**src/rtl/prf_pkg.sv**
```systemverilog
package prf_pkg;
  typedef enum logic [1:0] {
    REQ_NONE  = 2'd0,
    REQ_FRESH = 2'd1,
    REQ_REUSE = 2'd2
  } alloc_kind_e;
endpackage

```
**src/rtl/prf_free_list.sv**
```systemverilog
module prf_free_list #(
  parameter int NUM_PREGS = 16,
  parameter int IDX_W     = $clog2(NUM_PREGS)
) (
  input  logic                 clk,
  input  logic                 rst_n,
  input  logic                 flush,
  input  logic                 take,
  input  logic [IDX_W-1:0]     take_idx,
  input  logic [NUM_PREGS-1:0] release_vec,
  output logic [NUM_PREGS-1:0] free_vec,
  output logic                 any_free,
  output logic [IDX_W-1:0]     first_free
);
  logic [NUM_PREGS-1:0] free_q, free_d;

  always_comb begin
    first_free = '0;
    for (int i = NUM_PREGS - 1; i >= 0; i--) begin
      if (free_q[i]) first_free = IDX_W'(i);
    end
  end

  assign any_free = |free_q;
  assign free_vec = free_q;

  always_comb begin
    if (flush) begin
      free_d = '1;
    end else begin
      free_d = free_q | release_vec;
      if (take) free_d[take_idx] = 1'b0;
    end
  end

  always_ff @(posedge clk or negedge rst_n) begin
    if (!rst_n) free_q <= '1;
    else        free_q <= free_d;
  end
endmodule

```
**src/rtl/prf_ref_counts.sv**
```systemverilog
module prf_ref_counts #(
  parameter int NUM_PREGS = 16,
  parameter int CNT_W     = 3,
  parameter int IDX_W     = $clog2(NUM_PREGS)
) (
  input  logic                 clk,
  input  logic                 rst_n,
  input  logic                 flush,
  input  logic                 inc,
  input  logic [IDX_W-1:0]     inc_idx,
  input  logic                 dec,
  input  logic [IDX_W-1:0]     dec_idx,
  output logic [NUM_PREGS-1:0] zero_vec,
  output logic [NUM_PREGS-1:0] max_vec,
  output logic [NUM_PREGS-1:0] release_vec
);
  for (genvar g = 0; g < NUM_PREGS; g++) begin : g_cnt
    logic [CNT_W-1:0] cnt_q, cnt_d;
    logic hit_inc, hit_dec, cnt_en;

    assign hit_inc = inc && (inc_idx == IDX_W'(g));
    assign hit_dec = dec && (dec_idx == IDX_W'(g));
    assign cnt_en  = flush || (hit_inc ^ hit_dec);

    always_comb begin
      cnt_d = cnt_q;
      if (flush)                    cnt_d = '0;
      else if (hit_inc && !hit_dec) cnt_d = cnt_q + 1'b1;
      else if (hit_dec && !hit_inc) cnt_d = cnt_q - 1'b1;
    end

    always_ff @(posedge clk or negedge rst_n) begin
      if (!rst_n)      cnt_q <= '0;
      else if (cnt_en) cnt_q <= cnt_d;
    end

    assign zero_vec[g]    = (cnt_q == '0);
    assign max_vec[g]     = &cnt_q;
    assign release_vec[g] = !flush && hit_dec && !hit_inc && (cnt_q == CNT_W'(1));
  end
endmodule

```
**src/rtl/prf_result_check.sv**
```systemverilog
module prf_result_check #(
  parameter int NUM_PREGS = 16,
  parameter int DATA_W    = 32,
  parameter int IDX_W     = $clog2(NUM_PREGS)
) (
  input  logic              clk,
  input  logic              rst_n,
  input  logic              flush,
  input  logic              clr,
  input  logic [IDX_W-1:0]  clr_idx,
  input  logic              wr,
  input  logic [IDX_W-1:0]  wr_idx,
  input  logic [DATA_W-1:0] wr_data,
  output logic              mism_valid,
  output logic [IDX_W-1:0]  mism_idx
);
  logic [NUM_PREGS-1:0] written_q, written_d;
  logic [DATA_W-1:0]    data_q [NUM_PREGS];
  logic                 wr_live, store_en, mism_d, mism_q;
  logic [IDX_W-1:0]     mism_idx_q;

  assign wr_live  = wr && !flush && !(clr && (clr_idx == wr_idx));
  assign store_en = wr_live && !written_q[wr_idx];
  assign mism_d   = wr_live && written_q[wr_idx] && (data_q[wr_idx] != wr_data);

  always_comb begin
    if (flush) begin
      written_d = '0;
    end else begin
      written_d = written_q;
      if (store_en) written_d[wr_idx] = 1'b1;
      if (clr)      written_d[clr_idx] = 1'b0;
    end
  end

  always_ff @(posedge clk or negedge rst_n) begin
    if (!rst_n) written_q <= '0;
    else        written_q <= written_d;
  end

  always_ff @(posedge clk) begin
    if (store_en) data_q[wr_idx] <= wr_data;
  end

  always_ff @(posedge clk or negedge rst_n) begin
    if (!rst_n) begin
      mism_q     <= 1'b0;
      mism_idx_q <= '0;
    end else begin
      mism_q <= mism_d;
      if (wr) mism_idx_q <= wr_idx;
    end
  end

  assign mism_valid = mism_q;
  assign mism_idx   = mism_idx_q;
endmodule

```
**src/rtl/prf_share_tracker.sv**
```systemverilog
module prf_share_tracker
  import prf_pkg::*;
#(
  parameter int NUM_PREGS = 16,
  parameter int CNT_W     = 3,
  parameter int DATA_W    = 32,
  parameter int IDX_W     = $clog2(NUM_PREGS)
) (
  input  logic              clk,
  input  logic              rst_n,
  input  logic              flush,
  input  logic              alloc_req,
  input  logic              reuse_req,
  input  logic [IDX_W-1:0]  reuse_idx,
  output logic              alloc_ok,
  output logic [IDX_W-1:0]  alloc_idx,
  output logic              full,
  input  logic              kill_valid,
  input  logic [IDX_W-1:0]  kill_idx,
  output logic              kill_err,
  input  logic              wr_valid,
  input  logic [IDX_W-1:0]  wr_idx,
  input  logic [DATA_W-1:0] wr_data,
  output logic              mism_valid,
  output logic [IDX_W-1:0]  mism_idx
);
  logic [1:0]           rst_pipe;
  logic                 rst_n_int;
  alloc_kind_e          kind;
  logic [NUM_PREGS-1:0] free_vec, zero_vec, max_vec, release_vec;
  logic                 any_free, reuse_ok, grant, take, dec, kerr_d, kerr_q;
  logic [IDX_W-1:0]     first_free;

  always_ff @(posedge clk or negedge rst_n) begin
    if (!rst_n) rst_pipe <= 2'b00;
    else        rst_pipe <= {rst_pipe[0], 1'b1};
  end
  assign rst_n_int = rst_pipe[1];

  always_comb begin
    if (!alloc_req)     kind = REQ_NONE;
    else if (reuse_req) kind = REQ_REUSE;
    else                kind = REQ_FRESH;
  end

  assign reuse_ok = !zero_vec[reuse_idx] && !max_vec[reuse_idx];

  always_comb begin
    alloc_ok  = 1'b0;
    alloc_idx = '0;
    full      = 1'b0;
    case (kind)
      REQ_FRESH: begin
        alloc_ok  = any_free;
        alloc_idx = first_free;
        full      = !any_free;
      end
      REQ_REUSE: begin
        alloc_ok  = reuse_ok;
        alloc_idx = reuse_idx;
      end
      default: ;
    endcase
  end

  assign grant  = alloc_ok && !flush;
  assign take   = grant && (kind == REQ_FRESH);
  assign dec    = kill_valid && !zero_vec[kill_idx] && !flush;
  assign kerr_d = kill_valid && zero_vec[kill_idx] && !flush;

  always_ff @(posedge clk or negedge rst_n_int) begin
    if (!rst_n_int) kerr_q <= 1'b0;
    else            kerr_q <= kerr_d;
  end
  assign kill_err = kerr_q;

  prf_free_list #(.NUM_PREGS(NUM_PREGS), .IDX_W(IDX_W)) u_free (
    .clk(clk), .rst_n(rst_n_int), .flush(flush),
    .take(take), .take_idx(first_free), .release_vec(release_vec),
    .free_vec(free_vec), .any_free(any_free), .first_free(first_free)
  );

  prf_ref_counts #(.NUM_PREGS(NUM_PREGS), .CNT_W(CNT_W), .IDX_W(IDX_W)) u_cnt (
    .clk(clk), .rst_n(rst_n_int), .flush(flush),
    .inc(grant), .inc_idx(alloc_idx), .dec(dec), .dec_idx(kill_idx),
    .zero_vec(zero_vec), .max_vec(max_vec), .release_vec(release_vec)
  );

  prf_result_check #(.NUM_PREGS(NUM_PREGS), .DATA_W(DATA_W), .IDX_W(IDX_W)) u_chk_data (
    .clk(clk), .rst_n(rst_n_int), .flush(flush),
    .clr(take), .clr_idx(first_free),
    .wr(wr_valid), .wr_idx(wr_idx), .wr_data(wr_data),
    .mism_valid(mism_valid), .mism_idx(mism_idx)
  );
endmodule

```
**config.mk**
```make
export PLATFORM = sky130hd
export DESIGN_NAME = prf_share_tracker
export DESIGN_NICKNAME = d
export VERILOG_FILES = /design/src/rtl/prf_pkg.sv /design/src/rtl/prf_free_list.sv /design/src/rtl/prf_ref_counts.sv /design/src/rtl/prf_result_check.sv /design/src/rtl/prf_share_tracker.sv
export SDC_FILE = /design/constraint.sdc
export NUM_CORES = 1
export LEC_CHECK = 0
export BUFFER_PORTS_ARGS = -buffer_cell sky130_fd_sc_hd__buf_2
export CAP_MARGIN = 20
export CORE_UTILIZATION = 60
export CTS_BUF_LIST = sky130_fd_sc_hd__clkbuf_8
export CTS_CLUSTER_DIAMETER = 150
export DETAILED_ROUTE_END_ITERATION = 8
export GPL_ROUTABILITY_DRIVEN = 0
export PLACE_DENSITY = 0.77
export SYNTH_ARGS = -nofsm -noshare
export SYNTH_HDL_FRONTEND = slang
export SYNTH_SLANG_ARGS = --single-unit
```
**constraint.sdc**
```tcl
create_clock -name clk -period 3.5 [get_ports clk]
set_input_delay 0.35 -clock clk [delete_from_list [all_inputs] [get_ports clk]]
set_output_delay 0.35 -clock clk [all_outputs]
set_load 0.005 [all_outputs]
```
**Word-level counts from Yosys, hierarchy flattened**

Memory sizes are Yosys's and may differ from the RTL's.
Cells that the tools add are included.

- Bitwise logic cells: 21
- $add $sub $neg: 32
- Order comparisons: 6
- Equality and inequality tests: 50
- Mux-type cells: 89
- Reduce and logical (&&, ||, !) cells: 249

Operator list:

| cell | number |
|---|---|
| 2-to-1 mux 3 bit | 48 |
| logical AND 1 bit | 127 |
| 2-to-1 mux 16 bit | 6 |
| == test 4 bit, second input constant | 16 |
| 2-to-1 mux 4 bit | 16 |
| adder 3 x 1 -> 3 bit, second input constant | 16 |
| == test 3 x 1 -> 1 bit, second input constant | 16 |
| logical NOT 3 bit | 16 |
| AND reduction 3 bit | 16 |
| nonzero test 3 bit | 16 |
| subtractor 3 x 1 -> 3 bit, second input constant | 16 |
| logical NOT 1 bit | 39 |
| AND 16 bit | 2 |
| == test 4 x 3 -> 1 bit, second input constant | 8 |
| inequality test 32 bit | 1 |
| OR 16 bit | 2 |
| AND reduction 2 bit | 16 |
| less-than comparator 4 x 5 -> 1 bit, second input constant | 4 |
| binary-select mux 1 bit (select 4 bit) | 4 |
| == test 4 x 2 -> 1 bit, second input constant | 4 |
| logical OR 1 bit | 16 |
| inverter 16 bit | 1 |
| OR reduction 16 bit | 1 |
| XOR 1 bit | 16 |
| other kinds (11) | 24 |

- Word-level logic and storage cells: 470
- Memories kept: 1
- Bits in writable memories: 512
- Register bits after elaboration: 88
- Input bits: 51

Memories:

| name | words | width | read ports | clocked after Yosys merged registers in | wr ports | RTL line | RTL |
|---|---|---|---|---|---|---|---|
| u_chk_data.data_q | 16 | 32 | 1 | 0 | 1 | prf_result_check.sv:18 | `logic [DATA_W-1:0] data_q [NUM_PREGS];` |

**Logic depth before layout (Yosys ltp)**

Gate-level depths: netlist of run 1.

- Word-level depth: 26
- Mapped depth: 17

**Cells and area by module**

From an unflattened synthesis of run 1, not the netlist that was laid out.

- Cell total of the unflattened synthesis: 1731
- Area, all modules: 27441.3 µm²

Modules (own cells, without submodules):

| module | instances | cells each | area each (µm²) |
|---|---|---|---|
| prf_result_check | 1 | 1028 | 21140.3 |
| prf_ref_counts | 1 | 548 | 4880.9 |
| prf_free_list | 1 | 94 | 869.6 |
| prf_share_tracker | 1 | 61 | 550.5 |

**Least setup slack after synthesis of run 1**

Ideal clock, no wire load.

- Kind: in2reg
- Start point: input port wr_idx[0]
- End point: memory u_chk_data.data_q[4][0] (enable)
- Path slack: -0.561 ns
- Required time: 3.079 ns
- Arrival: 3.639 ns
- Path buffers: 2
- Setup time: 0.421 ns
- Cell stages on the path: 7
- Cell sequence: buf_4 buf_2 mux4_2 mux4_2 nor2b_1 nand4_1 nor2_1

- Cells in the longest elaborated chain, start to end: 7
- Elaborated cells between the ends (all ways): 10
- Those cells by class: eq/ne: 1; mux: 4; reduce/logical: 5

RTL lines:

| what | RTL line | RTL |
|---|---|---|
| start, declared | prf_share_tracker.sv:22 | `input logic [IDX_W-1:0] wr_idx,` |
| branches (longest 7 deep; another with binary-select mux 1 bit (select 4 bit)) | -- |  |
| end, declared | prf_result_check.sv:18 |  |

Parallel ways; which one is timed is not known. The select of a mux whose other input is x is not followed.

**Final worst setup path of run 1**

- Start point: register u_cnt.g_cnt[14].cnt_q[0]
- End point: register u_cnt.g_cnt[12].cnt_q[0]

- Cells in the longest elaborated chain, start to end: 12
- Elaborated cells between the ends (all ways): 28
- Those cells by class: mux: 9; bitwise: 1; reduce/logical: 18

RTL lines:

| what | RTL line | RTL |
|---|---|---|
| start, declared | prf_ref_counts.sv:18 | `logic [CNT_W-1:0] cnt_q, cnt_d;` |
| start signal, assigned | prf_ref_counts.sv:34 | `else if (cnt_en) cnt_q <= cnt_d;` |
| logical NOT 3 bit / AND reduction 3 bit (equally long branches) | prf_ref_counts.sv:37, prf_ref_counts.sv:38 |  |
| binary-select mux 1 bit (select 4 bit) | prf_share_tracker.sv:46 | `assign reuse_ok = !zero_vec[reuse_idx] && !max_vec[reuse_idx];` |
| 2-to-1 mux 1 bit (implied by the code) | prf_share_tracker.sv:46 |  |
| logical NOT 1 bit | prf_share_tracker.sv:46 |  |
| logical AND 1 bit | prf_share_tracker.sv:46 |  |
| case mux 1 bit (2 select lines) | prf_share_tracker.sv:52 | `case (kind)` |
| logical AND 1 bit | prf_share_tracker.sv:66 | `assign grant = alloc_ok && !flush;` |
| logical AND 1 bit | prf_ref_counts.sv:21 | `assign hit_inc = inc && (inc_idx == IDX_W'(g));` |
| logical NOT 1 bit | prf_ref_counts.sv:29 | `else if (hit_dec && !hit_inc) cnt_d = cnt_q - 1'b1;` |
| logical AND 1 bit | prf_ref_counts.sv:29 |  |
| nonzero test 3 bit (no line) | -- |  |
| AND reduction 2 bit (no line) | -- |  |
| end signal, assigned | prf_ref_counts.sv:34 |  |
| end, declared | prf_ref_counts.sv:18 |  |

Several ways; a longest one is shown, not always the timed one. The select of a mux whose other input is x is not followed.
A chain may end at the register's enable or synchronous reset.

==> results of run 1 <==
==> registers in the layout (all words and copies together) (netlist names) <==
signal / count
rst_pipe: 2
u_chk_data.data_q: 512
u_chk_data.mism_idx: 4
u_free.free_vec: 16
u_cnt.g_cnt.cnt_q: 48
kill_err: 1
u_chk_data.mism_valid: 1
u_chk_data.written_q: 16
==> final timing paths <==
kind	from	to	slack, ps	cells after the start
setup / recovery	u_cnt.g_cnt[14].cnt_q[0]	u_cnt.g_cnt[12].cnt_q[0]	120	13
hold / removal	wr_data[24]	u_chk_data.data_q[8][24]	50	1
setup reg to reg	u_cnt.g_cnt[14].cnt_q[0]	u_cnt.g_cnt[12].cnt_q[0]	120	13
hold reg to reg	rst_pipe[0]	rst_pipe[1]	350	0
max in group asynchronous	rst_pipe[1]	u_free.free_vec[2]	2280	1
min in group asynchronous	rst_pipe[1]	u_cnt.g_cnt[12].cnt_q[2]	370	0
==> logic make-up (layout without fill, tap and decap cells) <==
group                    after synthesis  in the layout  share of synthesized area
adder cells (fa/ha/maj)              112            112                    0.05144
other                                  1              1                  0.0001377
multiplexers                         188            188                     0.1187
buffers and inverters                162            438                    0.02544
AO/OA/AOI/OAI                        307            307                    0.07386
XOR/XNOR                              50             50                    0.01608
flip-flops                           600            600                     0.6460
AND/OR/NAND/NOR                      378            378                    0.06834
==> timing repair <==
action                     CTS  global route
hold endpoints to repair   124             0
buffers inserted             0             4
setup endpoints to repair    2           325
hold buffers                16             0
pin swaps                    0             4
gates resized for setup      2            22
==> cells in the mapped netlist (11+ instances only) <==
| master | n |
|---|---|
| a32oi_1 | 26 |
| a221oi_1 | 13 |
| o21a_1 | 16 |
| xor2_1 | 19 |
| dfrtp_1 | 72 |
| nand2b_1 | 22 |
| nor2_1 | 139 |
| ha_1 | 112 |
| a21oi_1 | 91 |
| nand2_1 | 76 |
| dfstp_2 | 16 |
| mux4_2 | 105 |
| o22ai_1 | 15 |
| edfxtp_1 | 512 |
| nor3_1 | 12 |
| o21ai_0 | 54 |
| a211oi_1 | 20 |
| nor4b_1 | 12 |
| nor4_1 | 13 |
| nor2b_1 | 32 |
| or3_1 | 15 |
| mux2i_1 | 52 |
| buf_2 | 26 |
| mux2_2 | 31 |
| inv_1 | 91 |
| nand3_1 | 13 |
| clkbuf_1 | 30 |
| xnor2_1 | 31 |
| o21bai_1 | 11 |
==> power groups by stage <==
stage               clock network [mW]  logic (mW)  registers (mW)
floorplan                            0       0.498            8.00
global placement                     0       0.841            7.99
detailed placement                   0       0.865            8.00
CTS                               5.66       0.883            7.85
global route                      5.94       0.954            7.86
finish                            5.56       0.892            7.85
==> layout make-up <==
class | count | area [um2]
flip-flops and latches | 600 | 17600
clock buffers | 100 | 1376
fillers | 2877 | 13360
clock inverters | 70 | 394.1
well taps | 592 | 740.7
repair buffers | 176 | 1509
inverters | 92 | 345.3
multi-input cells | 1036 | 9185
==> worst max-delay path: stages, from the launching register on <==
cell	delay [ps]
dfrtp_1	420
ha_1	230
ha_1	180
nand2b_1	130
o32a_1	210
a2111oi_4	400
a211oi_4	80
nor4_1	310
buf_4	190
o21ai_0	180
inv_1	120
ha_2	320
or3_1	380
a21oi_1	150
==> stage by stage <==
stage	cell area [um2]	util	worst slack (ps)
2_1_floorplan	27300	-	-506.1
3_3_place_gp	29080	0.6533	-10.89
3_5_place_dp	29080	0.6533	-68.81
4_1_cts	31010	0.6968	10.74
5_1_grt	31150	0.6999	-37.03
6_report	31150	0.6999	118.5
==> routing by layer <==
metal | vias up | wire length [um] | global-route usage
met5 | - | 41 | 0
met4 | 6 | 2066 | 0.1111
met3 | 167 | 4773 | 0.05605
met2 | 739 | 31020 | 0.4602
met1 | 8434 | 24740 | 0.3617
li1 | 7364 | - | -
==> cell usage in the layout, fill, tap and decap left out, types with 8 or more instances in the layout <==
cell type	instances
buf_4	76
mux2i_1	52
dfrtp_1	71
o32ai_1	10
inv_1	134
nor3_1	10
a221oi_1	13
ha_1	109
nand3_1	11
o22ai_1	15
xor2_1	19
mux4_2	105
buf_2	59
buf_12	23
mux2_2	31
nor4_1	12
xnor2_1	31
or3_1	15
a211oi_1	19
clkinv_1	16
clkbuf_8	100
a21oi_1	89
dfstp_2	16
nor2_1	122
o21bai_1	11
nor2b_1	28
nor2_4	16
o21a_1	16
nor3b_1	9
edfxtp_1	512
nand2b_1	22
nand4_1	8
a31oi_1	8
nand2_1	76
nor4b_1	10
dlygate4sd3_1	16
a32oi_1	26
o21ai_0	54
==> out/summary.txt, run 1 <==
DR pass1 iterations: 6
number of port buffers: 62
CP Launch Type: flip-flop
P_sw: 3.252 mW
CORE AREA: 44510 um2
Static Leak: 11.20 nW
Total GRT Usage: 0.2773
post-DP HPWL: 38870 um
vias in the first global route: 17150
Min-Delay Path Class: input pin to flip-flop
Max Cap Viol: 0
1st-iter DRT viols: 1812
Core Rows: 77
clk sink count: 600
internal power: 11.06 mW
number of flops mapped to enable cells by yosys: 512
Final setup viols: 0
worst-margin pin slew: 742.5 ps
clock share of power: 0.389
Tot Pwr: 14.31 mW
final hold viol count: 0
Worst EP required: 4130 ps
register area share after synthesis: 0.6460
syn avg cell area: 15.15 um2
Layout Cells excl Fill: 2666
first-pass GRT wire length: 96850 um
Max clock buf depth: 3
H-tree levels: 3
DRC Markers: 0
Max Freq: 295.7 MHz
synth-to-layout area growth: 14.35%
largest cells by area after synthesis: edfxtp_1 56%, mux4_2 8.7%, dfrtp_1 6.6%, ha_1 5.1%, nor2_1 1.9%
Sw Share: 0.2273
clock period minus worst slack: 3381 ps
Slew Limit Headroom: 0.5050
CP arrival: 4010 ps
antenna violations before repair: 3
top_reg_cell synth: edfxtp_1
initial core utilization: 0.6120
sequential share of power: 0.549
Fin Hold WS: 45.73 ps
CP Capture Type: flip-flop
die height: 215.1 um
Post-synth ARST share: 0.1467
WL per Instance: 23.50 um
drt total wl: 62650 um
Synth warnings: 0
Synth area leader: edfxtp_1
combinational share of power: 0.062
power per cell area: 459.3 nW/um2
DR vias/cell: 6.268
synthesized area: 27240 um2
nets: 2165
Synthesized Nets: 1961
crit path max fanout: 7
skew final: 35.73 ps
Die X: 215.1 um
Yosys top cell area share: 0.5644
clock root buffer: clkbuf_8
Cell variety after synth: 66
unrepaired setup endpoints after global routing: true
max-slew violation count: 0
Die ar.: 46260 um2
Final period util: 0.9661
status: completed
antenna viol nets, final: 0
total negative slack: 0 ps
Num CTS Buffers: 96
DR vias: 16710
Skew-Pair Late Insertion Delay: 700 ps
critical path class: flip-flop to flip-flop
total grt overflow: 0
clk slew on worst S/H paths: 60 ps
IO Count: 63
Seq cells post-synth: 600
VDD IR max: 0.4249 mV
largest net degree at the start of global routing: 55
post-synthesis cell count: 1798
diode count: 0
share of layout cells above drive strength 1: 0.2242
dpl cells: 2476
CTS tree: yes
No activity file was read; power rests on OpenSTA's default activity.
==> run 2: changes to the inputs <==
--- a/config.mk
+++ b/config.mk
@@ -9,2 +9,3 @@
 export CAP_MARGIN = 20
+export CORE_ASPECT_RATIO = 0.6
 export CORE_UTILIZATION = 60
@@ -14,2 +15,3 @@
 export GPL_ROUTABILITY_DRIVEN = 0
+export GPL_TIMING_DRIVEN = 0
 export PLACE_DENSITY = 0.77
--- a/constraint.sdc
+++ b/constraint.sdc
@@ -3,2 +3,2 @@
 set_output_delay 0.35 -clock clk [all_outputs]
-set_load 0.005 [all_outputs]
+set_load 0.01 [all_outputs]
==> run 2 against run 1 <==
Effect of this change: sequential power about the same; register-to-register slack got worse by 80 ps; global-route usage grew 4.2 points; combinational power increased by 4.9%; total power decreased by 0.19%; sequential share of layout area shrank 0.091 points; worst hold slack better by 39 ps; cell count is 0.30% lower; flip-flop and latch count unchanged; clock skew decreased by 11 ps; critical path depth fell by 3; design area grew 0.17%.
==> out/summary.txt, run 2 (synthesis gave the netlist of run 1 again) <==
clock root buffer: clkbuf_8 (unchanged)
synth-to-layout area growth: 14.55% (was 14.35%)
Skew-Pair Late Insertion Delay: 660 ps (was 700 ps)
Die ar.: 46290 um2 (was 46260 um2)
skew final: 24.30 ps (was 35.73 ps)
final core utilization: 0.6962 (was 0.6999)
power per cell area: 457.7 nW/um2 (was 459.3 nW/um2)
Tot Pwr: 14.28 mW (was 14.31 mW)
status: completed (unchanged)
antenna violations before repair: 4 (was 3)
clk slew on worst S/H paths: 70 ps (was 60 ps)
max-slew violation count: 0 (unchanged)
antenna viol nets, final: 0 (unchanged)
DR vias/cell: 6.561 (was 6.268)
CP Launch Type: flip-flop (unchanged)
Core Rows: 60 (was 77)
Die X: 277.1 um (was 215.1 um)
total grt overflow: 0 (unchanged)
crit path max fanout: 7 (unchanged)
Layout Cells excl Fill: 2658 (was 2666)
1st-iter DRT viols: 2380 (was 1812)
CP arrival: 4030 ps (was 4010 ps)
Worst EP required: 4070 ps (was 4130 ps)
Slew Limit Headroom: 0.2842 (was 0.5050)
Final period util: 0.9896 (was 0.9661)
Min-Delay Path Class: input pin to flip-flop (unchanged)
commonest cells after routing, fill and taps aside: 512 x edfxtp_1, 115 x inv_1, 114 x nor2_1, 105 x mux4_2, 96 x ha_1 (was 512 x edfxtp_1, 134 x inv_1, 122 x nor2_1, 109 x ha_1, 105 x mux4_2)
DR vias: 17440 (was 16710)
clk sink count: 600 (unchanged)
Static Leak: 11.04 nW (was 11.20 nW)
DRC Markers: 0 (unchanged)
Max Freq: 288.7 MHz (was 295.7 MHz)
Max clock buf depth: 3 (unchanged)
dpl cells: 2460 (was 2476)
nets: 2159 (was 2165)
worst-margin pin slew: 1074 ps (was 742.5 ps)
R2R Path Start: u_cnt.g_cnt[1].cnt_q[0] (was u_cnt.g_cnt[14].cnt_q[0])
Max Cap Viol: 0 (unchanged)
H-tree levels: 3 (unchanged)
Setup crit start: u_cnt.g_cnt[1].cnt_q[0] (was u_cnt.g_cnt[14].cnt_q[0])
Total GRT Usage: 0.3192 (was 0.2773)
Num CTS Buffers: 88 (was 96)
CP Capture Type: flip-flop (unchanged)
DR pass1 iterations: 9 (was 6)
number of port buffers: 56 (was 62)
IO Count: 63 (unchanged)
share of layout cells above drive strength 1: 0.2444 (was 0.2242)
CTS tree: yes (unchanged)
biggest regs: u_chk_data.data_q: 512 flops, u_cnt.g_cnt.cnt_q: 48 flops (unchanged)
reg-to-reg setup timing slack: 40 ps (was 120 ps)
initial core utilization: 0.6078 (was 0.6120)
Hold Path Origin: wr_data[11] (was wr_data[24])
first-pass GRT wire length: 107500 um (was 96850 um)
largest net degree at the start of global routing: 49 (was 55)
die height: 167.1 um (was 215.1 um)
post-DP HPWL: 48030 um (was 38870 um)
commonest non-fill, non-tap cell in the layout: edfxtp_1 (unchanged)
clock period minus worst slack: 3464 ps (was 3381 ps)
drt total wl: 72920 um (was 62650 um)
vias in the first global route: 17140 (was 17150)
Fill cells: 2876 (was 2877)
critical path class: flip-flop to flip-flop (unchanged)
VDD IR max: 0.3719 mV (was 0.4249 mV)
Fin Hold WS: 84.46 ps (was 45.73 ps)
CORE AREA: 44820 um2 (was 44510 um2)
Final setup viols: 0 (unchanged)
WL per Instance: 27.44 um (was 23.50 um)
total negative slack: 0 ps (unchanged)
max reg flops: 512 (unchanged)
final hold viol count: 0 (unchanged)
Reg with most FFs: u_chk_data.data_q (unchanged)
[run 2: cell types whose count changed in the layout (fill, tap and decap cells not counted), sizes merged]
| cell | change |
|---|---|
| clkbuf | +22 |
| inv | -18 |
| buf | -16 |
| clkinv | +13 |
| dlygate4sd3 | -12 |
| diode | +3 |
| bufinv | +1 |
| clkdlybuf4s15 | +1 |
| clkinvlp | +1 |
[run 2: final cells by class]
cell class              instances  area, um2  share of cell area
diodes                          3      7.507           0.0002406
repair buffers                111       1025             0.03284
clock buffers                  93       1280             0.04102
flip-flops and latches        600      17600              0.5641
multi-input cells            1036       9465              0.3033
well taps                     589      737.0             0.02362
inverters                      92      349.1             0.01119
clock inverters                67      389.1             0.01247
plain buffers                  67      349.1             0.01119
[run 2: worst max-delay path: stages, from the launching register on]
cell	delay, ps
dfrtp_1	430
inv_1	90
ha_1	200
nor2b_2	180
a2bb2oi_1	160
o211ai_1	130
nor4b_1	750
nand2_1	430
ha_1	480
or3_1	370
a21oi_1	150
[run 2: where the power goes]
part / internal [mW] / switching, mW
Sequential: 7.82 / 0.0307
Combinational: 0.330 / 0.605
Clock: 2.76 / 2.73
Total: 10.9 / 3.37
[run 2: timing repair]
action,CTS,global route
hold endpoints to repair,3,0
hold buffers,4,0
setup buffers,23,10
pin swaps,19,13
gates resized for setup,37,65
setup endpoints to repair,516,558
[run 2: metal layers]
layer	vias to the layer above	global-route usage	wire (um)
li1	7372	-	-
met4	2	0.08382	1464
met5	-	0	8
met2	1219	0.4401	30490
met3	146	0.1310	11370
met1	8701	0.4698	29590
[run 2: metrics by stage]
step / instance area [um2] / worst slack (ps)
2_1_floorplan: 27300 / -506.1
3_5_place_dp: 28730 / -1438
3_3_place_gp: 28320 / -3051
4_1_cts: 30860 / -2.302
5_1_grt: 31200 / -16.40
6_report: 31200 / 36.40
[run 2: path summary, 6_finish.rpt]
path	to	cells after the start
hold reg to reg	rst_pipe[1]	0
max in group asynchronous	u_free.free_vec[4]	1
setup / recovery	u_cnt.g_cnt[2].cnt_q[0]	10
min in group asynchronous	u_cnt.g_cnt[0].cnt_q[1]	0
hold / removal	u_chk_data.data_q[13][11]	1
setup reg to reg	u_cnt.g_cnt[2].cnt_q[0]	10
==> run 3: changes to the inputs <==
Settings changed: CORE_MARGIN set to 2.
==> run 3 against run 2 <==
Effect of this change: clock skew increased by 9.0 ps; setup slack improved by 18 ps; cell count decreased by 0.23%; global-route usage decreased by 0.38 points; worst hold slack got worse by 25 ps; flip-flop and latch count unchanged; die area increased by 1.9%; first-iteration DRC count increased by 16%; sequential share of layout area increased by 0.066 points; highest routed layer unchanged; design area decreased by 0.12%.
==> out/summary.txt, run 3 (synthesis gave the netlist of run 1 again) <==
clock root buffer: clkbuf_8 (unchanged)
die height: 169.1 um (was 167.1 um)
1st-iter DRT viols: 2763 (was 2380)
Final period util: 0.9844 (was 0.9896)
Num CTS Buffers: 86 (was 88)
reg-to-reg setup timing slack: 50 ps (was 40 ps)
DR pass1 iterations: 7 (was 9)
Worst path top cell family by delay: simple AND/OR/NAND/NOR gates (unchanged)
Max clock buf depth: 3 (unchanged)
H-tree levels: 3 (unchanged)
post-DP HPWL: 47790 um (was 48030 um)
CP arrival: 4030 ps (about the same)
Final setup viols: 0 (unchanged)
drt total wl: 73610 um (was 72920 um)
unrepaired setup endpoints after global routing: true
clk sink count: 600 (unchanged)
Reg with most FFs: u_chk_data.data_q (unchanged)
skew final: 33.33 ps (was 24.30 ps)
critical path class: flip-flop to flip-flop (unchanged)
Worst EP required: 4080 ps (was 4070 ps)
instance count on the critical path: 10 (unchanged)
power per cell area: 458.3 nW/um2 (was 457.7 nW/um2)
R2R Path Start: u_cnt.g_cnt[4].cnt_q[0] (was u_cnt.g_cnt[1].cnt_q[0])
CP Launch Type: flip-flop (unchanged)
worst path cell trace: inv_1, ha_1, nand2b_1, a211oi_1, nor4b_1, nand2_1, ha_2, nor4b_1, a21oi_1, a21oi_1 (was inv_1, ha_1, nor2b_2, a2bb2oi_1, o211ai_1, nor4b_1, nand2_1, ha_1, or3_1, a21oi_1)
Core Rows: 60 (unchanged)
Reg-to-Reg End: u_cnt.g_cnt[4].cnt_q[1] (was u_cnt.g_cnt[2].cnt_q[0])
R2R depth: 10 (unchanged)
max-slew violation count: 0 (unchanged)
DR vias: 17510 (was 17440)
total grt overflow: 0 (unchanged)
worst-margin pin slew: 1071 ps (was 1074 ps)
status: completed (unchanged)
largest net degree at the start of global routing: 64 (was 49)
CP Capture Type: flip-flop (unchanged)
WL per Instance: 27.76 um (was 27.44 um)
clk slew on worst S/H paths: 70 ps (about the same)
max reg flops: 512 (unchanged)
dpl cells: 2461 (was 2460)
IO Count: 63 (unchanged)
biggest regs: u_chk_data.data_q: 512 flops, u_cnt.g_cnt.cnt_q: 48 flops (unchanged)
vias in the first global route: 16810 (was 17140)
commonest cells after routing, fill and taps aside: 512 x edfxtp_1, 119 x inv_1, 116 x nor2_1, 105 x mux4_2, 99 x ha_1 (was 512 x edfxtp_1, 115 x inv_1, 114 x nor2_1, 105 x mux4_2, 96 x ha_1)
VDD IR max: 0.3274 mV (was 0.3719 mV)
share of layout cells above drive strength 1: 0.2402 (was 0.2444)
antenna viol nets, final: 0 (unchanged)
Slowest-stage cell, CP: nor4b_1 (unchanged)
synth-to-layout area growth: 14.41% (was 14.55%)
hold endpoint: u_chk_data.data_q[15][1] (was u_chk_data.data_q[13][11])
first-pass GRT wire length: 107500 um (about the same)
commonest non-fill, non-tap cell in the layout: edfxtp_1 (unchanged)
Min-Delay Path Class: input pin to flip-flop (unchanged)
Hold Path Origin: wr_data[1] (was wr_data[11])
CORE AREA: 44820 um2 (unchanged)
DRC Markers: 0 (unchanged)
Skew-Pair Late Insertion Delay: 680 ps (was 660 ps)
CP bufs+invs: 1 (unchanged)
Die ar.: 47180 um2 (was 46290 um2)
CTS tree: yes (unchanged)
crit path max fanout: 7 (unchanged)
Layout Cells excl Fill: 2652 (was 2658)
Total GRT Usage: 0.3154 (was 0.3192)
clock period minus worst slack: 3445 ps (was 3464 ps)
Die X: 279.1 um (was 277.1 um)
DR vias/cell: 6.603 (was 6.561)
nets: 2158 (was 2159)
Max Cap Viol: 0 (unchanged)
final hold viol count: 0 (unchanged)
antenna violations before repair: 2 (was 4)
Slew Limit Headroom: 0.2862 (was 0.2842)
number of port buffers: 56 (unchanged)
Tot Pwr: 14.28 mW (about the same)
Static Leak: 11.07 nW (was 11.04 nW)
Worst path max stage delay: 810 ps (was 750 ps)
initial core utilization: 0.6078 (unchanged)
Max Freq: 290.2 MHz (was 288.7 MHz)
Hold Path Cell Cnt: 1 (unchanged)
[run 3: cell types whose count changed in the layout (fill, tap and decap cells not counted), sizes merged]
cell           before  now
diode               3    2
bufinv              4    5
clkinv             34   28
clkbuf            122  117
nor2              139  140
clkdlybuf4s15       1    0
buf               144  145
dlygate4sd3         4    3
clkinvlp            1    3
inv               120  123
[run 3: per-layer routing]
layer,routed length (um),GRT usage,vias to the layer above
met5,212,0.03795,-
met4,1661,0.07714,8
met3,10970,0.1227,156
met2,30720,0.4297,1225
met1,30050,0.4740,8766
li1,-,-,7356
[run 3: layout make-up]
cell class / count / area [um2]
flip-flops and latches: 600 / 17600
fillers: 2842 / 13650
multi-input cells: 1037 / 9425
clock buffers: 87 / 1197
repair buffers: 110 / 1046
well taps: 589 / 737.0
clock inverters: 67 / 461.7
plain buffers: 68 / 347.8
inverters: 92 / 345.3
diodes: 2 / 5.005
[run 3: repair_timing]
action	in CTS	in global routing
cloned	1	0
hold buffers	3	0
pin swaps	17	10
endpoints found under the setup margin	527	240
buffers inserted	25	8
hold endpoints to repair	3	0
gates resized for setup	27	62
[run 3: worst max-delay path by stage]
stage	start	end
after floorplan	wr_idx[0]	u_chk_data.data_q[0][0]
after global placement	wr_idx[3]	u_chk_data.data_q[11][2]
after detailed placement	wr_idx[3]	u_chk_data.data_q[15][5]
after CTS	u_cnt.g_cnt[15].cnt_q[1]	u_cnt.g_cnt[4].cnt_q[1]
after global routing	u_cnt.g_cnt[1].cnt_q[0]	u_cnt.g_cnt[3].cnt_q[1]
final	u_cnt.g_cnt[4].cnt_q[0]	u_cnt.g_cnt[4].cnt_q[1]
[run 3: metrics by stage]
stage / utilization / setup TNS, ps / setup slack, ps / hold slack (ps) / instance area (um2)
floorplan: - / -112080 / -506.1 / 54.41 / 27300
global placement: 0.6319 / -1130820 / -3002 / 134.4 / 28320
detailed placement: 0.6417 / -521210 / -1492 / 135.7 / 28760
CTS: 0.6887 / -132.9 / -57.63 / 5.308 / 30870
global route: 0.6954 / -520.6 / -65.66 / 39.47 / 31160
finish: 0.6954 / 0 / 54.55 / 59.81 / 31170
[run 3: where the power goes]
group	switching (mW)	internal, mW
Clock	2.77	2.73
Sequential	0.0256	7.82
Combinational	0.613	0.330
Total	3.41	10.9
[run 3: worst register-to-register path, delay by kind of cell, from the launching register on]
kind                     cells  cell delay (ps)
flip-flops                   1              420
AO/OA/AOI/OAI                3              430
adder cells (fa/ha/maj)      2              620
buffers and inverters        1              100
AND/OR/NAND/NOR              4             1790
